--- src/rtl/mlp_pkg.sv ---
package mlp_pkg;
  typedef logic signed [7:0]  op_t;
  typedef logic signed [15:0] prod_t;
  typedef logic signed [31:0] acc_t;
  localparam int unsigned QMAX = 127;
endpackage

--- src/rtl/mlp_mac_slice.sv ---
module mlp_mac_slice
  import mlp_pkg::*;
#(
  parameter int unsigned M = 4
) (
  input  logic           clk_i,
  input  logic           rst_ni,
  input  logic [M*8-1:0] x_i,
  input  logic [M*8-1:0] w_i,
  output acc_t           sum_o
);
  prod_t prod_q [M];
  acc_t  tree_sum;
  acc_t  sum_q;

  for (genvar m = 0; m < M; m++) begin : g_mul
    always_ff @(posedge clk_i or negedge rst_ni) begin
      if (!rst_ni) prod_q[m] <= '0;
      else         prod_q[m] <= prod_t'(op_t'(x_i[m*8 +: 8])) * prod_t'(op_t'(w_i[m*8 +: 8]));
    end
  end

  always_comb begin
    tree_sum = '0;
    for (int m = 0; m < M; m++) tree_sum = tree_sum + acc_t'(prod_q[m]);
  end

  always_ff @(posedge clk_i or negedge rst_ni) begin
    if (!rst_ni) sum_q <= '0;
    else         sum_q <= tree_sum;
  end

  assign sum_o = sum_q;
endmodule

--- src/rtl/mlp_act_quant.sv ---
module mlp_act_quant
  import mlp_pkg::*;
#(
  parameter int unsigned SHW = 5
) (
  input  acc_t           acc_i,
  input  logic [SHW-1:0] shift_i,
  output logic [7:0]     q_o
);
  acc_t rel;
  acc_t shf;

  always_comb begin
    rel = acc_i[31] ? '0 : acc_i;
    shf = rel >>> shift_i;
    q_o = (shf > acc_t'(QMAX)) ? 8'(QMAX) : shf[7:0];
  end


  always_comb begin
    if (acc_i[31] == 1'b1) relu_zero_chk: assert (q_o == 8'd0);
  end
endmodule

--- src/rtl/mlp_layer_engine.sv ---
module mlp_layer_engine
  import mlp_pkg::*;
#(
  parameter int unsigned M          = 4,
  parameter int unsigned N          = 2,
  parameter int unsigned MAX_CHUNKS = 4,
  parameter int unsigned GROUPS     = 2,
  parameter int unsigned SHW        = 5,
  localparam int unsigned CW  = $clog2(MAX_CHUNKS + 1),
  localparam int unsigned GW  = (GROUPS > 1) ? $clog2(GROUPS) : 1,
  localparam int unsigned WD  = GROUPS * MAX_CHUNKS,
  localparam int unsigned WAW = (WD > 1) ? $clog2(WD) : 1
) (
  input  logic             clk_i,
  input  logic             rst_ni,
  input  logic             start_i,
  input  logic [GW-1:0]    group_i,
  input  logic [CW-1:0]    nchunks_i,
  input  logic [SHW-1:0]   shift_i,
  input  logic             in_valid_i,
  input  logic [M*8-1:0]   in_data_i,
  output logic             in_ready_o,
  input  logic             wt_we_i,
  input  logic [WAW-1:0]   wt_addr_i,
  input  logic [M*N*8-1:0] wt_data_i,
  input  logic             bias_we_i,
  input  logic [GW-1:0]    bias_addr_i,
  input  logic [N*32-1:0]  bias_data_i,
  output logic             busy_o,
  output logic             done_o,
  output logic [N*8-1:0]   out_o
);
  logic [M*N*8-1:0] wmem [WD];
  logic [N*32-1:0]  bmem [GROUPS];

  logic           busy_q, done_q, fin_q;
  logic [GW-1:0]  grp_q;
  logic [CW-1:0]  nch_q, cnt_q;
  logic [SHW-1:0] shift_q;
  logic           v1, v2, v3, last1, last2, last3;
  logic [M*8-1:0]   x1;
  logic [M*N*8-1:0] w1;
  acc_t           acc_q [N];
  acc_t           psum  [N];
  logic [7:0]     q     [N];
  logic [N*8-1:0] out_q;

  logic           start_ok, take, take_last;
  logic [WAW-1:0] rd_addr;

  assign start_ok   = start_i && !busy_q;
  assign in_ready_o = busy_q && (cnt_q < nch_q);
  assign take       = in_ready_o && in_valid_i;
  assign take_last  = take && (cnt_q == nch_q - CW'(1));
  assign rd_addr    = WAW'(int'(grp_q) * MAX_CHUNKS + int'(cnt_q));

  always_ff @(posedge clk_i) begin
    if (wt_we_i)   wmem[wt_addr_i]   <= wt_data_i;
    if (bias_we_i) bmem[bias_addr_i] <= bias_data_i;
    if (take) begin
      x1 <= in_data_i;
      w1 <= wmem[rd_addr];
    end
  end

  always_ff @(posedge clk_i or negedge rst_ni) begin
    if (!rst_ni) begin
      busy_q <= 1'b0; done_q <= 1'b0; fin_q <= 1'b0;
      grp_q <= '0; nch_q <= '0; cnt_q <= '0; shift_q <= '0;
      v1 <= 1'b0; v2 <= 1'b0; v3 <= 1'b0;
      last1 <= 1'b0; last2 <= 1'b0; last3 <= 1'b0;
    end else begin
      v1 <= take;  last1 <= take_last;
      v2 <= v1;    last2 <= last1;
      v3 <= v2;    last3 <= last2;
      fin_q  <= v3 && last3;
      done_q <= fin_q;
      if (start_ok) begin
        busy_q <= 1'b1; grp_q <= group_i; nch_q <= nchunks_i;
        shift_q <= shift_i; cnt_q <= '0;
      end else begin
        if (take)  cnt_q  <= cnt_q + CW'(1);
        if (fin_q) busy_q <= 1'b0;
      end
    end
  end

  for (genvar n = 0; n < N; n++) begin : g_lane
    mlp_mac_slice #(.M(M)) u_slice (
      .clk_i (clk_i),
      .rst_ni(rst_ni),
      .x_i   (x1),
      .w_i   (w1[n*M*8 +: M*8]),
      .sum_o (psum[n])
    );

    always_ff @(posedge clk_i or negedge rst_ni) begin
      if (!rst_ni)       acc_q[n] <= '0;
      else if (start_ok) acc_q[n] <= acc_t'(bmem[group_i][n*32 +: 32]);
      else if (v3)       acc_q[n] <= acc_q[n] + psum[n];
    end

    mlp_act_quant #(.SHW(SHW)) u_act (
      .acc_i  (acc_q[n]),
      .shift_i(shift_q),
      .q_o    (q[n])
    );

    always_ff @(posedge clk_i or negedge rst_ni) begin
      if (!rst_ni)    out_q[n*8 +: 8] <= '0;
      else if (fin_q) out_q[n*8 +: 8] <= q[n];
    end
  end

  assign busy_o = busy_q;
  assign done_o = done_q;
  assign out_o  = out_q;


  done_pulse_chk: assert property (@(posedge clk_i) disable iff (!rst_ni)
    done_o |=> !done_o);

  busy_fall_chk: assert property (@(posedge clk_i) disable iff (!rst_ni)
    $fell(busy_o) |-> done_o);

  ready_busy_chk: assert property (@(posedge clk_i) disable iff (!rst_ni)
    in_ready_o |-> busy_o);

  start_take_chk: assert property (@(posedge clk_i) disable iff (!rst_ni)
    (start_i && !busy_o && nchunks_i != '0) |=> (busy_o && in_ready_o));

  start_ignored_chk: assert property (@(posedge clk_i) disable iff (!rst_ni)
    (start_i && busy_o) |=> ($stable(grp_q) && $stable(nch_q) && $stable(shift_q)));
endmodule

--- config.mk ---
export PLATFORM = sky130hd
export DESIGN_NAME = mlp_layer_engine
export DESIGN_NICKNAME = d
export VERILOG_FILES = /design/src/rtl/mlp_pkg.sv /design/src/rtl/mlp_mac_slice.sv /design/src/rtl/mlp_act_quant.sv /design/src/rtl/mlp_layer_engine.sv
export SDC_FILE = /design/constraint.sdc
export NUM_CORES = 2
export LEC_CHECK = 0
export BUFFER_PORTS_ARGS = -buffer_cell sky130_fd_sc_hd__buf_2
export CAP_MARGIN = 20
export CORE_ASPECT_RATIO = 1.5
export CORE_MARGIN = 2
export CORE_UTILIZATION = 58
export CTS_CLUSTER_DIAMETER = 200
export DETAILED_ROUTE_END_ITERATION = 10
export HOLD_SLACK_MARGIN = 0.06
export PLACE_DENSITY = 0.75
export REMOVE_ABC_BUFFERS = 1
export SETUP_SLACK_MARGIN = 0.4
export SYNTH_ARGS = -nofsm -noshare
export SYNTH_HDL_FRONTEND = slang
export SYNTH_SLANG_ARGS = --single-unit
--- constraint.sdc ---
create_clock -name clk_i -period 6.4 [get_ports clk_i]
set_input_delay 0.64 -clock clk_i [delete_from_list [all_inputs] [get_ports clk_i]]
set_output_delay 0.64 -clock clk_i [all_outputs]
set_load 0.1 [all_outputs]
==> metrics.csv <==
stage,metric,value,unit
status,status,completed,
global_route,largest net degree at the start of global routing,115,
clock_tree,Worst-path clk slew,0.07,ns
yosys,most frequent cell after synthesis,edfxtp_1,
clock_tree,CTS Buffer Depth,3,
die,core area,112000,um2
clock_tree,Clock Sinks,1029,
yosys,Synth Cell Area,65500,um2
critical_path,WP data required,6.99,ns
sta,final hold viol count,0,
clock_tree,CTS buffer count,96,
yosys,Synth area leaders,"edfxtp_1 34%, fa_1 15%, dfrtp_1 11%, ha_1 7.1%, mux4_2 5.1%",
critical_path,CP max FO,8,
global_route,Congestion Overflow GR,0,
place,I/O Buffers,197,
clock_tree,H-tree levels,3,
clock_tree,clk root buf,clkbuf_16,
yosys,async set-reset flop share out of synthesis,28.5,%
critical_path,WP data arrival,5.90,ns
yosys,ys flop type,edfxtp_1,
yosys,"FF+latch count, synth",1029,
cells_and_area,Filler cells,8346,
sta,period utilization,83.0,%
place,gpl congestion,0.948,
detailed_routing,DR DRC count,0,
sta,final max-slew violation count,0,
cells_and_area,share of post-route cells with drive strength above 1,11.8,%
clock_tree,CTS tree,built,
sta,minimum clock period,5.31,ns
global_route,initial antenna violation count,8,
global_route,vias in the first global route,43100,
detailed_routing,Routed Antenna Nets,0,
yosys,library cells used by synthesis,85,
die,die height,415,um
die,# rows,151,
yosys,Post-Synthesis Cells,5289,
cells_and_area,final net count,6493,
sta,setup TNS,0,ns
critical_path,WS Path Type,reg -> reg,
detailed_routing,vias per cell,5.79,
place,hpwl dp,108,mm
sta,skew final,0.0420,ns
detailed_routing,Pre-antenna DRT Iters,6,
global_route,first-pass GRT wire length,234,mm
detailed_routing,total routed wirelength,147,mm
sta,Max Fclk,0.188,GHz
yosys,Post-synth EDFFs,736,
sta,Slew HR,36.6,%
detailed_routing,DR iter-0 viols,2575,
detailed_routing,drt wl/cell,20.9,um
global_route,Total Routing Usage GR,26.2,%
detailed_routing,Vias,40500,
sta,Final setup viols,0,
sta,RSZ-0062 raised after global routing,no,
cells_and_area,Layout area overhead,9.11,%
place,Placed Instance Area,67900,um2
clock_tree,post-cts repair resize count,0,
clock_tree,Post-CTS Setup Bufs,0,
die,Die ar.,116000,um2
cells_and_area,design area,71400,um2
yosys,Synth Area per Inst,12.4,um2
clock_tree,later-pin clock latency in the skew report,0.74,ns
sta,Slew @ Worst Pin,0.951,ns
yosys,top-area cell type share of the netlist area,33.8,%
critical_path,Critical Path Sink Type,register,
yosys,register area share after synthesis,45.0,%
die,Initial Util,58.2,%
die,I/O pin count,198,
die,Die Wd,278,um
yosys,cell taking the most area after synthesis,edfxtp_1,
critical_path,startpoint types,register,
flow_run,Max Cap Violations,0,
worst_hold_path,HP Class,in -> reg,
yosys,most frequent cells after synthesis,"736 x edfxtp_1, 702 x inv_1, 478 x fa_1, 371 x ha_1, 349 x and2_1",
yosys,Ys Warns,0,
-- metal layers --
metal  vias up  track usage [%]  share of wire [%]
met2      1051             48.6                 54
li1      18700                -                  -
met3       342             3.20                4.1
met4         6             13.1                5.1
met5         -                0              0.022
met1     20500             29.4                 37
-- repair_timing --
item	4_1_cts	5_1_grt
endpoints found under the hold margin	124	0
setup endpoints to repair	0	0
hold buffers	22	0
-- path summary, 6_finish.rpt --
path,to,slack [ns],from,depth (start not counted)
hold reg to reg,v2,0.35,v1,0
min in group asynchronous,acc_q[13],0.48,rst_ni,2
setup / recovery,g_lane[1].u_slice.sum_o[20],1.09,g_lane[1].u_slice.prod_q[49],21
max in group asynchronous,g_lane[1].u_slice.prod_q[36],4.54,rst_ni,3
hold / removal,x1[12],0.10,in_data_i[12],1
setup reg to reg,g_lane[1].u_slice.sum_o[20],1.09,g_lane[1].u_slice.prod_q[49],21
-- cell type report --
class / count / area (um2) / area share (%)
inverters: 705 / 2650 / 3.71
diodes: 3 / 7.51 / 0.0105
multi-input cells: 3380 / 32700 / 45.8
flip-flops and latches: 1029 / 29400 / 41.2
well taps: 1453 / 1820 / 2.55
clock buffers: 116 / 2530 / 3.54
repair buffers: 253 / 1510 / 2.12
clock inverters: 65 / 731 / 1.02
-- flip-flops by register name, indices dropped and copies added (netlist names), 3 cells and up --
signal,count
acc_q,64
bmem,128
cnt_q,3
g_lane.u_slice.prod_q,128
g_lane.u_slice.sum_o,64
nch_q,3
out_o,16
shift_q,5
w1,64
wmem,512
x1,32
-- worst max-delay path, stage by stage (launching register included) --
cell       delay, ns
dfrtp_1         0.36
inv_1           0.07
fa_1            0.40
inv_1           0.06
ha_1            0.15
inv_1           0.06
fa_1            0.47
nor2b_1         0.13
o21ai_0         0.10
a21boi_0        0.25
o21ai_0         0.14
a21boi_0        0.33
o21a_1          0.17
o21ai_0         0.10
o311ai_0        0.74
ha_1            0.33
and3_1          0.21
a31oi_1         0.13
nand2_1         0.10
o2111ai_1       0.16
a21oi_1         0.52
o21ai_0         0.17
-- cell families after synthesis --
group | share of synthesized area [%]
AO/OA/AOI/OAI | 7.54
flip-flops | 45.0
AND/OR/NAND/NOR | 9.42
multiplexers | 8.40
buffers and inverters | 5.18
adder cells (fa/ha/maj) | 21.7
XOR/XNOR | 2.78
-- placed cells by master (no fill, tap or decap), types with 70 or more instances in the layout --
cell type  count
o21ai_0      160
nor2b_1       74
dfrtp_1      287
clkbuf_16     97
edfxtp_1     736
nor2_1       249
mux2i_1      124
inv_1        702
nor3_1        82
fa_1         478
ha_1         371
buf_2        195
xnor2_1      161
mux4_2       149
nand2_1      255
mux2_2        77
and2_1       347
a21oi_1      205
a21o_1        70
-- stage by stage --
stage | worst slack, ns | hold slack, ns | util (%) | cells
finish | 1.09 | 0.103 | 63.5 | 7004
global route | 0.846 | 0.0816 | 63.5 | 7004
global placement | 1.44 | 0.333 | 60.4 | 6798
detailed placement | 1.30 | 0.339 | 60.4 | 6798
CTS | 1.19 | 0.0605 | 63.5 | 7001
floorplan | -2.73 | 0.331 | - | 5114
Power is not shown: default switching activity piles up to over one toggle a cycle in this logic, so the estimate is an artifact.
